`src/rtl/fpm_pkg.sv`:
```
package fpm_pkg;

  typedef enum logic [2:0] {
    ST_IDLE    = 3'd0,
    ST_COLADR  = 3'd1,
    ST_CASWAIT = 3'd2,
    ST_CASLO   = 3'd3,
    ST_REF     = 3'd4
  } fpm_state_t;

  // Round a picosecond timing up to whole clock cycles (at least one).
  function automatic int ps_to_cycles(input int t_ps, input int clk_ps);
    int c;
    c = (t_ps + clk_ps - 1) / clk_ps;
    return (c < 1) ? 1 : c;
  endfunction

  function automatic int imax(input int a, input int b);
    return (a > b) ? a : b;
  endfunction

endpackage

```
`src/rtl/fpm_age_counter.sv`:
```
// Counts edges since the last restart, saturating at MAXV; resets saturated.
module fpm_age_counter #(
  parameter int MAXV = 15,
  parameter int W    = 4
) (
  input  logic         i_clk,
  input  logic         i_rst_n,
  input  logic         i_restart,
  output logic [W-1:0] o_age
);

  always_ff @(posedge i_clk or negedge i_rst_n) begin
    if (!i_rst_n) begin
      o_age <= W'(MAXV);
    end else if (i_restart) begin
      o_age <= '0;
    end else if (int'(o_age) < MAXV) begin
      o_age <= o_age + 1'b1;
    end
  end

endmodule

```
`src/rtl/fpm_refresh_sched.sv`:
```
// Interval timer, pending flag and wrapping row counter for refresh.
module fpm_refresh_sched #(
  parameter int INTERVAL = 1560,
  parameter int ROW_W    = 4
) (
  input  logic             i_clk,
  input  logic             i_rst_n,
  input  logic             i_served,
  output logic             o_pending,
  output logic [ROW_W-1:0] o_row
);

  localparam int TW = (INTERVAL > 1) ? $clog2(INTERVAL + 1) : 1;

  logic [TW-1:0] tmr;
  logic          wrap;

  assign wrap = (tmr == TW'(INTERVAL - 1));

  always_ff @(posedge i_clk or negedge i_rst_n) begin
    if (!i_rst_n) begin
      tmr <= '0;
    end else if (wrap) begin
      tmr <= '0;
    end else begin
      tmr <= tmr + 1'b1;
    end
  end

  always_ff @(posedge i_clk or negedge i_rst_n) begin
    if (!i_rst_n) begin
      o_pending <= 1'b0;
      o_row     <= '0;
    end else begin
      if (wrap) begin
        o_pending <= 1'b1;
      end else if (i_served) begin
        o_pending <= 1'b0;
      end
      if (i_served) begin
        o_row <= o_row + 1'b1;
      end
    end
  end

  AST_PEND_HELD: assert property (@(posedge i_clk) disable iff (!i_rst_n)
    (o_pending && !i_served) |=> o_pending);

endmodule

```
`src/rtl/fpm_dram_ctrl.sv`:
```
module fpm_dram_ctrl #(
  parameter int ROW_W        = 4,
  parameter int COL_W        = 4,
  parameter int DATA_W       = 8,
  parameter int LEN_W        = 3,
  parameter int CLK_PS       = 10000,
  parameter int T_RAC_PS     = 60000,
  parameter int T_CAC_PS     = 15000,
  parameter int T_RC_PS      = 110000,
  parameter int T_PC_PS      = 35000,
  parameter int REF_INTERVAL = 1560,
  localparam int ADDR_W      = ROW_W + COL_W,
  localparam int MUX_W       = (ROW_W > COL_W) ? ROW_W : COL_W
) (
  input  logic              i_clk,
  input  logic              i_rst_n,
  input  logic              i_late_oe,
  input  logic              i_req_valid,
  output logic              o_req_ready,
  input  logic              i_req_write,
  input  logic [ADDR_W-1:0] i_req_addr,
  input  logic [LEN_W-1:0]  i_req_len,
  input  logic              i_wr_valid,
  output logic              o_wr_ready,
  input  logic [DATA_W-1:0] i_wr_data,
  output logic              o_rd_valid,
  output logic [DATA_W-1:0] o_rd_data,
  output logic              o_ras_n,
  output logic              o_cas_n,
  output logic              o_we_n,
  output logic              o_oe_n,
  output logic [MUX_W-1:0]  o_addr,
  output logic [DATA_W-1:0] o_dq,
  output logic              o_dq_oe,
  input  logic [DATA_W-1:0] i_dq
);
  import fpm_pkg::*;

  localparam int RAC_CYC  = ps_to_cycles(T_RAC_PS, CLK_PS);
  localparam int CAC_CYC  = ps_to_cycles(T_CAC_PS, CLK_PS);
  localparam int RC_CYC   = ps_to_cycles(T_RC_PS, CLK_PS);
  localparam int PC_CYC   = ps_to_cycles(T_PC_PS, CLK_PS);
  // Row-to-column delay and column-strobe low time; together they cover RAC.
  localparam int RCD_CYC  = imax(2, RAC_CYC - CAC_CYC);
  localparam int CASW_CYC = imax(2, CAC_CYC);
  localparam int AGE_MAX  = imax(imax(RC_CYC, PC_CYC), imax(RAC_CYC, imax(RCD_CYC, CASW_CYC)));
  localparam int AGE_W    = $clog2(AGE_MAX + 1);

  fpm_state_t          state;
  logic [ROW_W-1:0]    cur_row;
  logic [COL_W-1:0]    cur_col;
  logic                cur_wr;
  logic                cur_late;
  logic [LEN_W-1:0]    beats_left;

  logic [AGE_W-1:0]    ras_age;
  logic [AGE_W-1:0]    cas_age;
  logic                ref_pend;
  logic [ROW_W-1:0]    ref_row;

  logic                rc_ok;
  logic                ref_go;
  logic                accept;
  logic                cas_ok;
  logic                hold_done;
  logic                ras_fall;
  logic                cas_fall;
  logic                ref_done;

  // ---------------- timing bookkeeping ----------------
  assign rc_ok     = (int'(ras_age) + 1) >= RC_CYC;
  assign cas_ok    = ((int'(ras_age) + 1) >= RCD_CYC) && ((int'(cas_age) + 1) >= PC_CYC);
  assign hold_done = (int'(cas_age) + 1) >= CASW_CYC;
  assign ref_done  = (int'(ras_age) + 1) >= RAC_CYC;

  assign ref_go      = (state == ST_IDLE) && ref_pend && rc_ok;
  assign o_req_ready = (state == ST_IDLE) && !ref_pend && rc_ok;
  assign accept      = o_req_ready && i_req_valid;
  assign o_wr_ready  = (state == ST_COLADR) && cur_wr;

  assign ras_fall = ref_go || accept;
  assign cas_fall = (state == ST_CASWAIT) && cas_ok;

  fpm_age_counter #(.MAXV(AGE_MAX), .W(AGE_W)) u_ras_age (
    .i_clk     (i_clk),
    .i_rst_n   (i_rst_n),
    .i_restart (ras_fall),
    .o_age     (ras_age)
  );

  fpm_age_counter #(.MAXV(AGE_MAX), .W(AGE_W)) u_cas_age (
    .i_clk     (i_clk),
    .i_rst_n   (i_rst_n),
    .i_restart (cas_fall),
    .o_age     (cas_age)
  );

  fpm_refresh_sched #(.INTERVAL(REF_INTERVAL), .ROW_W(ROW_W)) u_refresh (
    .i_clk     (i_clk),
    .i_rst_n   (i_rst_n),
    .i_served  (ref_go),
    .o_pending (ref_pend),
    .o_row     (ref_row)
  );

  // ---------------- strobe sequencer ----------------
  always_ff @(posedge i_clk or negedge i_rst_n) begin
    if (!i_rst_n) begin
      state      <= ST_IDLE;
      o_ras_n    <= 1'b1;
      o_cas_n    <= 1'b1;
      o_we_n     <= 1'b1;
      o_oe_n     <= 1'b1;
      o_addr     <= '0;
      o_dq       <= '0;
      o_dq_oe    <= 1'b0;
      o_rd_valid <= 1'b0;
      o_rd_data  <= '0;
      cur_row    <= '0;
      cur_col    <= '0;
      cur_wr     <= 1'b0;
      cur_late   <= 1'b0;
      beats_left <= '0;
    end else begin
      o_rd_valid <= 1'b0;
      unique case (state)
        ST_IDLE: begin
          if (ref_go) begin
            o_ras_n <= 1'b0;
            o_addr  <= MUX_W'(ref_row);
            state   <= ST_REF;
          end else if (accept) begin
            o_ras_n    <= 1'b0;
            o_addr     <= MUX_W'(i_req_addr[ADDR_W-1:COL_W]);
            cur_row    <= i_req_addr[ADDR_W-1:COL_W];
            cur_col    <= i_req_addr[COL_W-1:0];
            cur_wr     <= i_req_write;
            cur_late   <= i_late_oe;
            beats_left <= i_req_len;
            state      <= ST_COLADR;
          end
        end
        ST_COLADR: begin
          if (!cur_wr || i_wr_valid) begin
            o_addr <= MUX_W'(cur_col);
            if (cur_wr) begin
              o_we_n  <= 1'b0;
              o_dq_oe <= 1'b1;
              o_dq    <= i_wr_data;
            end else if (!cur_late) begin
              o_oe_n <= 1'b0;
            end
            state <= ST_CASWAIT;
          end
        end
        ST_CASWAIT: begin
          if (cas_ok) begin
            o_cas_n <= 1'b0;
            state   <= ST_CASLO;
          end
        end
        ST_CASLO: begin
          if (!cur_wr && cur_late && o_oe_n) begin
            o_oe_n <= 1'b0;
          end
          if (hold_done) begin
            o_cas_n <= 1'b1;
            o_oe_n  <= 1'b1;
            o_we_n  <= 1'b1;
            o_dq_oe <= 1'b0;
            if (!cur_wr) begin
              o_rd_valid <= 1'b1;
              o_rd_data  <= i_dq;
            end
            if (beats_left == '0) begin
              o_ras_n <= 1'b1;
              state   <= ST_IDLE;
            end else begin
              beats_left <= beats_left - 1'b1;
              cur_col    <= cur_col + 1'b1;
              state      <= ST_COLADR;
            end
          end
        end
        ST_REF: begin
          if (ref_done) begin
            o_ras_n <= 1'b1;
            state   <= ST_IDLE;
          end
        end
        default: state <= ST_IDLE;
      endcase
    end
  end

  // ---------------- assertions ----------------
  AST_RAS_CYCLE_MIN: assert property (@(posedge i_clk) disable iff (!i_rst_n)
    $fell(o_ras_n) |-> (int'($past(ras_age)) + 1) >= RC_CYC);

  AST_CAS_CYCLE_MIN: assert property (@(posedge i_clk) disable iff (!i_rst_n)
    $fell(o_cas_n) |-> (int'($past(cas_age)) + 1) >= PC_CYC);

  AST_CAS_UNDER_RAS: assert property (@(posedge i_clk) disable iff (!i_rst_n)
    !o_cas_n |-> !o_ras_n);

  AST_READ_WINDOW: assert property (@(posedge i_clk) disable iff (!i_rst_n)
    o_rd_valid |-> (int'(ras_age) >= RAC_CYC) && (int'(cas_age) >= CAC_CYC));

  AST_WDATA_UNDER_WE: assert property (@(posedge i_clk) disable iff (!i_rst_n)
    o_dq_oe |-> !o_we_n);

  AST_OE_WE_EXCL: assert property (@(posedge i_clk) disable iff (!i_rst_n)
    !(!o_oe_n && !o_we_n));

  AST_REF_RAS_ONLY: assert property (@(posedge i_clk) disable iff (!i_rst_n)
    (state == ST_REF) |-> (o_cas_n && !o_ras_n));

  AST_READY_ONLY_IDLE: assert property (@(posedge i_clk) disable iff (!i_rst_n)
    o_req_ready |-> o_ras_n);

endmodule

```
`config.mk`:
```
export PLATFORM = sky130hd
export DESIGN_NAME = fpm_dram_ctrl
export DESIGN_NICKNAME = d
export VERILOG_FILES = /design/src/rtl/fpm_pkg.sv /design/src/rtl/fpm_age_counter.sv /design/src/rtl/fpm_refresh_sched.sv /design/src/rtl/fpm_dram_ctrl.sv
export SDC_FILE = /design/constraint.sdc
export NUM_CORES = 1
export LEC_CHECK = 0
export ABC_CLOCK_PERIOD_IN_PS = 2600
export BUFFER_PORTS_ARGS = -buffer_cell sky130_fd_sc_hd__buf_2
export CAP_MARGIN = 0
export CORE_MARGIN = 2
export CORE_UTILIZATION = 30
export DETAILED_ROUTE_END_ITERATION = 16
export GPL_TIMING_DRIVEN = 1
export PLACE_DENSITY_LB_ADDON = 0.1
export SKIP_CTS_REPAIR_TIMING = 1
export SLEW_MARGIN = 0
export SYNTH_ARGS = -nofsm -noshare
export SYNTH_HDL_FRONTEND = slang
export SYNTH_SLANG_ARGS = --single-unit
export TNS_END_PERCENT = 10
```
`constraint.sdc`:
```
create_clock -name i_clk -period 2.6 [get_ports i_clk]
set_input_delay 0.52 -clock i_clk [delete_from_list [all_inputs] [get_ports i_clk]]
set_output_delay 0.52 -clock i_clk [all_outputs]
set_load 0.05 [all_outputs]
```
# After elaboration in Yosys (flattened, before gate mapping)
# Cells that the tools add are included.
[word_totals] ff_bits=62 inputBits=33 output_inout_bits=28 elab_cells=142
[classes] addsub=8 magnitude_cmp=7 eq_ne=18 n_mux=54 n_bitwise=2 reduce_logical=34
[ops] op="$ge A32 B4 Y1 const B" count=2
[ops] op="$mux W4" count=11
[ops] op="$ge A32 B5 Y1 const B" count=1
[ops] op="$mux W3" count=10
[ops] op="$mux W1" count=23
[ops] op="$ne A2 B2 Y1 const B" count=10
[ops] op="$reduce_and A5 Y1" count=4
[ops] op="$add A4 B1 Y4 const B" count=4
[ops] op="$pmux W4 S2" count=2
[ops] op="$pmux W3 S5" count=1
[ops] op="$reduce_and A3 Y1" count=5
[ops] op="$reduce_bool A2 Y1" count=7
[ops] op="$add A11 B1 Y11 const B" count=1
[ops] op="$eq A11 B11 Y1 const B" count=1
[ops] op="$mux W11" count=1
[ops] op="$add A4 B1 Y5 const B" count=2
[ops] op="$logic_and A1 B1 Y1" count=10
[ops] op="$lt A4 B4 Y1 const B" count=2
[ops] op="$pmux W1 S2" count=4
[ops] op="$eq A3 B2 Y1 const B" count=2
[ops] op="$logic_not A3 Y1" count=2
[ops] op="$ne A3 B3 Y1 const B" count=2
[ops] op="$pmux W3 S2" count=1
[ops] op="$ge A5 B2 Y1 const B" count=1
[ops] op="11 further kinds" count=14

# Logic depth before layout (Yosys ltp)
# Gate-level depths: netlist of the first run.
[depth] word_depth=7 mapped_depth=10 ltp_nobuf=8

# By module
# A second synthesis of the first run with hierarchy kept.
[unflattened] hier_cells=270 hier_area_um2=3083.0
[by_module_without_submodules] mod="fpm_dram_ctrl" instances=1 cells_per_inst=181 area_per_inst_um2=2025.7 seq_area_each_um2=955.9
[by_module_without_submodules] mod="fpm_refresh_sched" instances=1 cells_per_inst=59 area_per_inst_um2=696.9 seq_area_each_um2=400.4
[by_module_without_submodules] mod="fpm_age_counter" instances=2 cells_per_inst=15 area_per_inst_um2=180.2 seq_area_each_um2=103.8

# Least setup slack after synthesis of the first run
# No wires, ideal clock.
[synth_path] path_kind="register to register" start="reg u_ras_age.o_age[1]" end="reg state[0]" setup_ps=128 t_arrival_ps=2399 required_ps=2472 setup_slack_ps=73 path_stages_with_launch=9 n_path_buf=1 synth_period_minus_slack_ps=2527 cell_sequence="dfstp_2 ha_1 buf_4 and4b_1 mux2_4 or3_1 a221oi_2 o211ai_1 mux2_1"
[synth_via] elab_chain_cells=6 elab_cells_between_ends=14 classes_between="add/sub: 1; order compare: 3; eq/ne: 3; mux: 2; reduce/logical: 5"
[synth_lines] item="start, declared" line="fpm_age_counter.sv:9" text="output logic [W-1:0] o_age"
[synth_lines] item="start signal, assigned" line="fpm_age_counter.sv:14" text="o_age <= W'(MAXV);"
[synth_lines] item="start signal, assigned" line="fpm_age_counter.sv:18" text="o_age <= o_age + 1'b1;"
[synth_lines] item="$add A4 B1 Y5 *" line="fpm_dram_ctrl.sv:71, fpm_dram_ctrl.sv:72, fpm_dram_ctrl.sv:74"
[synth_lines] item="$ge A32 B5 Y1" line="fpm_dram_ctrl.sv:71" text="assign rc_ok = (int'(ras_age) + 1) >= RC_CYC;"
[synth_lines] item="$logic_and A1 B1 Y1" line="fpm_dram_ctrl.sv:77" text="assign o_req_ready = (state == ST_IDLE) && !ref_pend && rc_ok;"
[synth_lines] item="$logic_and A1 B1 Y1" line="fpm_dram_ctrl.sv:78" text="assign accept = o_req_ready && i_req_valid;"
[synth_lines] item="$ne A3 B3 Y1 (no line)"
[synth_lines] item="$reduce_and A5 Y1 (no line)"
[synth_lines] item="end signal, assigned" line="fpm_dram_ctrl.sv:109" text="state <= ST_IDLE;"
[synth_lines] item="end signal, assigned" line="fpm_dram_ctrl.sv:131" text="state <= ST_REF;"
[synth_lines] item="end signal, assigned" line="fpm_dram_ctrl.sv:140" text="state <= ST_COLADR;"
[synth_lines] item="end, declared" line="fpm_dram_ctrl.sv:49" text="fpm_state_t state;"
# Mark *: on every way between the ends. The rest lies on a longest branch, timed or not.
# A chain may end at the register's enable or synchronous reset.

# Worst setup path in the final report of the first run
[layout_path] start="reg u_ras_age.o_age[0]" end="out o_req_ready"
[layout_via] elab_chain_cells=3
[layout_lines] item="$add A4 B1 Y5" line="fpm_dram_ctrl.sv:71"
[layout_lines] item="$ge A32 B5 Y1" line="fpm_dram_ctrl.sv:71"
[layout_lines] item="$logic_and A1 B1 Y1" line="fpm_dram_ctrl.sv:77"
[layout_lines] item="end, declared" line="fpm_dram_ctrl.sv:19" text="output logic o_req_ready,"
# No other way between the ends.

==> results of run 1 <==
[logic make-up (layout without fill, tap and decap cells)]
kind of cell	Yosys count	after routing	synth area share
xor gates and xnor gates	16	16	0.0462
buffers and inverters	22	102	0.0293
muxes	25	25	0.0928
adders and majority gates	9	9	0.0371
AOI/OAI and AO/OA	52	52	0.110
and+or+nand+nor	104	104	0.169
DFF	62	62	0.516
[layout make-up]
cell class,instances,area (µm²),area share
clock inverter,4,47.5,0.0126
multi-input combinational,206,1380,0.366
clock buffer,12,135,0.0359
tap,133,166,0.0442
sequential,62,1560,0.415
inverter,12,45.0,0.0120
timing repair buffer,74,428,0.114
[cell usage after synthesis, types with 2 or more instances]
master | number | area [µm²]
a21o_1 | 4 | 30.0
and3_1 | 3 | 18.8
xor2_1 | 7 | 61.3
nor4bb_1 | 2 | 20.0
clkbuf_1 | 7 | 26.3
a21oi_1 | 12 | 60.1
o22ai_1 | 4 | 25.0
nand3_1 | 10 | 50.1
mux2_2 | 19 | 214
nor2_1 | 32 | 120
and2_1 | 2 | 12.5
nand2_1 | 26 | 97.6
mux2i_1 | 3 | 30.0
o21ai_0 | 12 | 60.1
nor2b_1 | 4 | 25.0
dfstp_2 | 10 | 263
o211ai_1 | 2 | 15.0
buf_2 | 2 | 10.0
or3_1 | 4 | 25.0
inv_1 | 12 | 45.0
a31oi_1 | 5 | 31.3
nor3_1 | 5 | 25.0
ha_1 | 9 | 113
or2_2 | 3 | 18.8
nand2b_1 | 4 | 25.0
xnor2_1 | 9 | 78.8
dfrtp_1 | 52 | 1300
mux2_1 | 2 | 22.5
o31ai_1 | 5 | 37.5
[worst paths after layout]
kind / from / to / cells past startpoint
worst max-delay path: u_ras_age.o_age[0]$_DFFE_PN1P_ / o_req_ready / 9
worst min-delay path: i_rst_n / u_refresh.tmr[8]$_DFF_PN0_ / 2
worst max register to register: u_ras_age.o_age[1]$_DFFE_PN1P_ / state[1]$_DFFE_PN0P_ / 7
worst min register to register: o_addr[0]$_DFFE_PN0P_ / o_addr[0]$_DFFE_PN0P_ / 2
max in group asynchronous: i_rst_n / u_cas_age.o_age[1]$_DFFE_PN1P_ / 2
min in group i_clk: i_req_addr[0] / cur_col[0]$_DFFE_PN0P_ / 3
[routing by layer]
| layer | part of all wire | wire length, µm | vias to the layer above | global-route usage |
|---|---|---|---|---|
| met5 | 0 | 0 | - | 0 |
| met4 | 0.011 | 78 | 0 | 0.0434 |
| met3 | 0.063 | 436 | 8 | 0.0487 |
| met2 | 0.44 | 3040 | 64 | 0.208 |
| met1 | 0.49 | 3360 | 1085 | 0.187 |
| li1 | - | - | 1159 | - |
[state kept, by name (all words and copies together), names as in the netlist, 3 cells and up]
register and count:
o_rd_data 8, u_refresh.o_row 4, o_addr 4, beats_left 3
state 3, u_ras_age.o_age 4, u_cas_age.o_age 4, cur_col 4
u_refresh.tmr 11, o_dq 8
[cell usage in the layout (no fill, tap or decap), types with 4 or more instances in the layout]
cell / count
nand2b_1: 4
buf_2: 59
buf_4: 12
dfstp_2: 10
xor2_1: 7
clkbuf_8: 9
xnor2_1: 9
a31oi_1: 5
nor2b_1: 4
o22ai_1: 4
or3_1: 4
nor2_1: 32
o31ai_1: 5
dfrtp_1: 52
nand3_1: 10
o21ai_0: 12
a21o_1: 4
mux2_2: 19
inv_1: 12
ha_1: 9
nand2_1: 26
a21oi_1: 12
nor3_1: 5
[power by group through the flow]
stage               logic [µW]  registers, µW  clock network, µW
floorplan                 1350           2260                  0
global route              2920           1720                893
finish                    2640           1660                822
detailed placement        2660           1670                  0
global placement          2630           1670                  0
CTS                       2660           1660                856
[metrics by stage]
stage          hold WS [ns]  std cells
2_1_floorplan         0.224        290
3_3_place_gp          0.461        487
3_5_place_dp          0.466        487
4_1_cts               0.196        503
5_1_grt               0.210        503
6_report              0.159        503
[worst reg2reg max path, cell delays in order (launching register included)]
cell and delay, ns:
dfstp_2 0.55, ha_1 0.18, and4b_1 0.22, mux2_4 0.28, or3_1 0.39, a221oi_2 0.30
o211ai_1 0.17, mux2_1 0.34
==> impl_metrics.yaml, run 1 <==
critical_path:
  reg2reg_setup_slack_ns: 0.05
  end_kind: "output pin"
  crit_family: "flip-flops"
  crit_type: "flop to output pin"
  crit_required_ns: 2.08
  crit_path_top_delay_cell: "dfstp_2"
  path_common_cell: "buf_6"
  cp_max_fo: 7
  arrival_ns: 2.15
  crit_chain: "buf_6, inv_1, ha_1, or2b_1, a31o_2, nand3_1, buf_4, nor2_1, buf_6"
  worst-path-buf-inv: 4
  start_kind: "flop"
  max_stage_delay_ns: 0.54
sta:
  fin_crit_sh: 1.03
  rsz0062_at_grt: "true"
  report.final.hold_viol_count: 0
  slew_viol_final: 0
  fin_ws_ns: -0.0744
  relSlewSlack: 0.345
  tns_ns: -0.0744
  period_minus_slack_ns: 2.67
  final.setup_skew_ns: 0.00759
  tightest_slew_ns: 0.983
  setup_violations: 1
  max_freq_ghz: 0.374
clocking:
  clk_pin_slew_ns: 0.07
  cts_num_sinks: 62
  cts_buffers: 9
  cts_max_path_buffers: 2
  insertion_delay_ns: 0.35
  cts_root_buf: "clkbuf_8"
  htree_levels: 3
  cts_tree: "done"
synthesis:
  yosys_warnings: 0
  async_reset_ff_frac: 1.00
  synthesis.area_mm2: 0.00303
  yosysSeqAreaShare: 0.516
  synthesis.nets: 332
  synth_area_per_cell_um2: 10.5
  ys_dominant_reg_cell: "dfrtp_1"
  yosys_register_bits: 62
  ys_types: 48
  syn_inst: 290
  synth_edf_count: 0
power_and_ir_drop:
  p_comb_frac: 0.516
  ir_worst_vdd_uv: 875
  cellLeakagePower_uw: 0.00179
  p_sw_frac: 0.458
  p_per_area_mw_per_mm2: 1360
  p_sw_uw: 2350
  p_total_uw: 5130
  seq_power_share: 0.324
  pwr-share-clk: 0.160
  p_int_uw: 2780
routing:
  antenna_left: 0
  wl_mm: 6.91
  route.detailed.drc: 0
  drtPass1Iterations: 4
  routed-via-count: 2316
  drt_iter0_drc: 91
  avgViaCountPerCell: 4.60
  wl_per_cell_um: 13.7
placement:
  postPlaceCellArea_mm2: 0.00357
  place_worst_setup_slack_ns: 0.0747
  io_buffers: 60
  place.gp.congestion: 0.753
  dp_hpwl_mm: 4.96
finish:
  antenna_cells: 0
  drive_gt1_frac: 0.338
  fin_util: 0.385
  areaGrowthSynthToFinish_pct: 24.2
  nets: 407
  fillCellCount: 1008
  stdcell_area_mm2: 0.00377
global_route:
  grt_pass1_vias: 2416
  grt_first_pass_wirelength_mm: 12.0
  grt_remaining_overflow: 0
  grt_usage: 0.138
  antenna_found_initial: 0
  grt_max_degree: 63
floorplan:
  start_util: 0.310
  dieHeight_um: 105
  rows: 36
  core_area_mm2: 0.00977
  dieArea_mm2: 0.0109
  io_pins: 61
  fp.dieW_um: 105
run_status:
  outcome: "complete, but fails checks"
  violations: "negative setup slack"
min_path:
  hp-class: "input port to asynchronous set/reset pin"
job:
  cap_violations: 0
Power figures use the tool's default switching activity.
==> run 2: changes to the inputs <==
CORE_MARGIN = 3   (was 2)
==> run 2 against run 1 <==
  * The run still ends with negative setup slack left
  * Fmax is 1.3% higher
  * Wire length is 1.2% higher
  * Hold slack better by 0.0065 ns
  * Total power is 3.0% higher
  * Global-route usage is 0.39 points lower
  * Setup slack better by 0.033 ns
  * Sequential cell count stayed put
  * Combinational power hardly changed
  * Sequential share of layout area is 0.53 points lower
  * Largest cell class unchanged
==> impl_metrics.yaml, run 2 (synthesis results as in run 1) <==
critical_path:
  startpoint: "u_ras_age.o_age[0]$_DFFE_PN1P_"
  reg2reg_from: "u_ras_age.o_age[1]$_DFFE_PN1P_"
  end_kind: "output pin"
  critPathCapture: "o_req_ready"
  r2r_cells: 7
  reg2reg_setup_slack_ns: 0.05
  crit_required_ns: 2.08
  start_kind: "flop"
  r2r_end: "state[0]$_DFFE_PN0P_"
  cp_max_fo: 7
  arrival_ns: 2.12
  crit_type: "flop to output pin"
job:
  cap_violations: 0
power_and_ir_drop:
  p_total_uw: 5280
  cellLeakagePower_uw: 0.00180
  p_per_area_mw_per_mm2: 1380
  ir_worst_vdd_uv: 953
global_route:
  grt_pass1_vias: 2355
  grt_usage: 0.134
  antenna_found_initial: 0
  grt_first_pass_wirelength_mm: 12.1
  grt_max_degree: 25
  grt_remaining_overflow: 0
finish:
  fillCellCount: 1027
  mostFrequentLayoutCells: "59 x buf_2, 52 x dfrtp_1, 32 x nor2_1"
  largest_reg_flops: 11
  stdcell_area_mm2: 0.00381
  antenna_cells: 0
  drive_gt1_frac: 0.359
  final_common_cell: "buf_2"
  top_register: "u_refresh.tmr"
  nets: 407
  areaGrowthSynthToFinish_pct: 25.8
  largestRegisters: "u_refresh.tmr (11), o_dq (8), o_rd_data (8)"
sta:
  fin_ws_ns: -0.0412
  fin_crit_sh: 1.02
  slew_viol_final: 0
  final.setup_skew_ns: 0.00790
  setup_violations: 1
  whs_ns: 0.166
  period_minus_slack_ns: 2.64
  tns_ns: -0.0412
  tightest_slew_ns: 0.552
  max_freq_ghz: 0.379
  report.final.hold_viol_count: 0
  relSlewSlack: 0.632
  rsz0062_at_grt: "true"
floorplan:
  start_util: 0.309
  dieArea_mm2: 0.0114
  core_area_mm2: 0.00982
  rows: 36
  io_pins: 61
  dieHeight_um: 107
  fp.dieW_um: 107
run_status:
  outcome: "complete, but fails checks"
  violations: "negative setup slack"
clocking:
  htree_levels: 3
  cts_max_path_buffers: 2
  cts_buffers: 9
  clk_pin_slew_ns: 0.08
  cts_tree: "done"
  cts_root_buf: "clkbuf_8"
  cts_num_sinks: 62
  insertion_delay_ns: 0.34
routing:
  route.detailed.drc: 0
  wl_mm: 6.99
  antenna_left: 0
  wl_per_cell_um: 13.9
  drtPass1Iterations: 4
  drt_iter0_drc: 96
  routed-via-count: 2326
  avgViaCountPerCell: 4.62
placement:
  place_worst_setup_slack_ns: 0.0774
  dp_hpwl_mm: 5.09
  postPlaceCellArea_mm2: 0.00356
  io_buffers: 60
  place.gp.congestion: 0.790
min_path:
  hp-class: "input port to asynchronous set/reset pin"
[run 2: critical path, cell delays in order (launching register included)]
cell     delay (ns)
dfstp_2        0.55
buf_6          0.12
inv_1          0.04
ha_1           0.19
or2b_1         0.23
a31o_2         0.23
nand3_2        0.09
buf_4          0.13
nor2_1         0.05
buf_6          0.15
[run 2: how the worst min path moves through the flow]
stage          slack [ns]                        endpoint
6_report             0.17      u_refresh.tmr[5]$_DFF_PN0_
5_1_grt              0.19      u_refresh.tmr[5]$_DFF_PN0_
4_1_cts              0.17      u_refresh.tmr[5]$_DFF_PN0_
3_5_place_dp         0.46  u_refresh.o_row[3]$_DFFE_PN0P_
3_3_place_gp         0.46             o_dq_oe$_DFFE_PN0P_
2_1_floorplan        0.22       beats_left[0]$_DFFE_PN0P_
[run 2: per-stage QoR]
stage | util | instances
global placement | 0.363 | 487
finish | 0.389 | 503
detailed placement | 0.363 | 487
floorplan | - | 290
CTS | 0.385 | 503
global route | 0.389 | 503
[run 2: where the power goes]
| part | internal [µW] | switching (µW) | leakage, µW |
|---|---|---|---|
| sequential | 1370 | 297 | 0.000746 |
| clock | 543 | 409 | 0.000106 |
| combinational | 977 | 1680 | 0.000947 |
[run 2: layer usage]
| layer | vias up | routed length, µm | GRT usage | share of wire |
|---|---|---|---|---|
| li1 | 1167 | - | - | - |
| met1 | 1090 | 3430 | 0.186 | 0.49 |
| met2 | 58 | 3080 | 0.199 | 0.44 |
| met3 | 11 | 393 | 0.0431 | 0.056 |
| met4 | 0 | 91 | 0.0438 | 0.013 |
| met5 | - | 0 | 0 | 0 |
[run 2: area by class of cell]
class / count / area [µm²] / area share
Inverter: 12 / 45.0 / 0.0118
Multi-Input combinational cell: 206 / 1400 / 0.368
Tap cell: 133 / 166 / 0.0436
Sequential cell: 62 / 1560 / 0.410
Timing Repair Buffer: 74 / 415 / 0.109
Clock inverter: 7 / 97.6 / 0.0256
Clock buffer: 9 / 124 / 0.0325
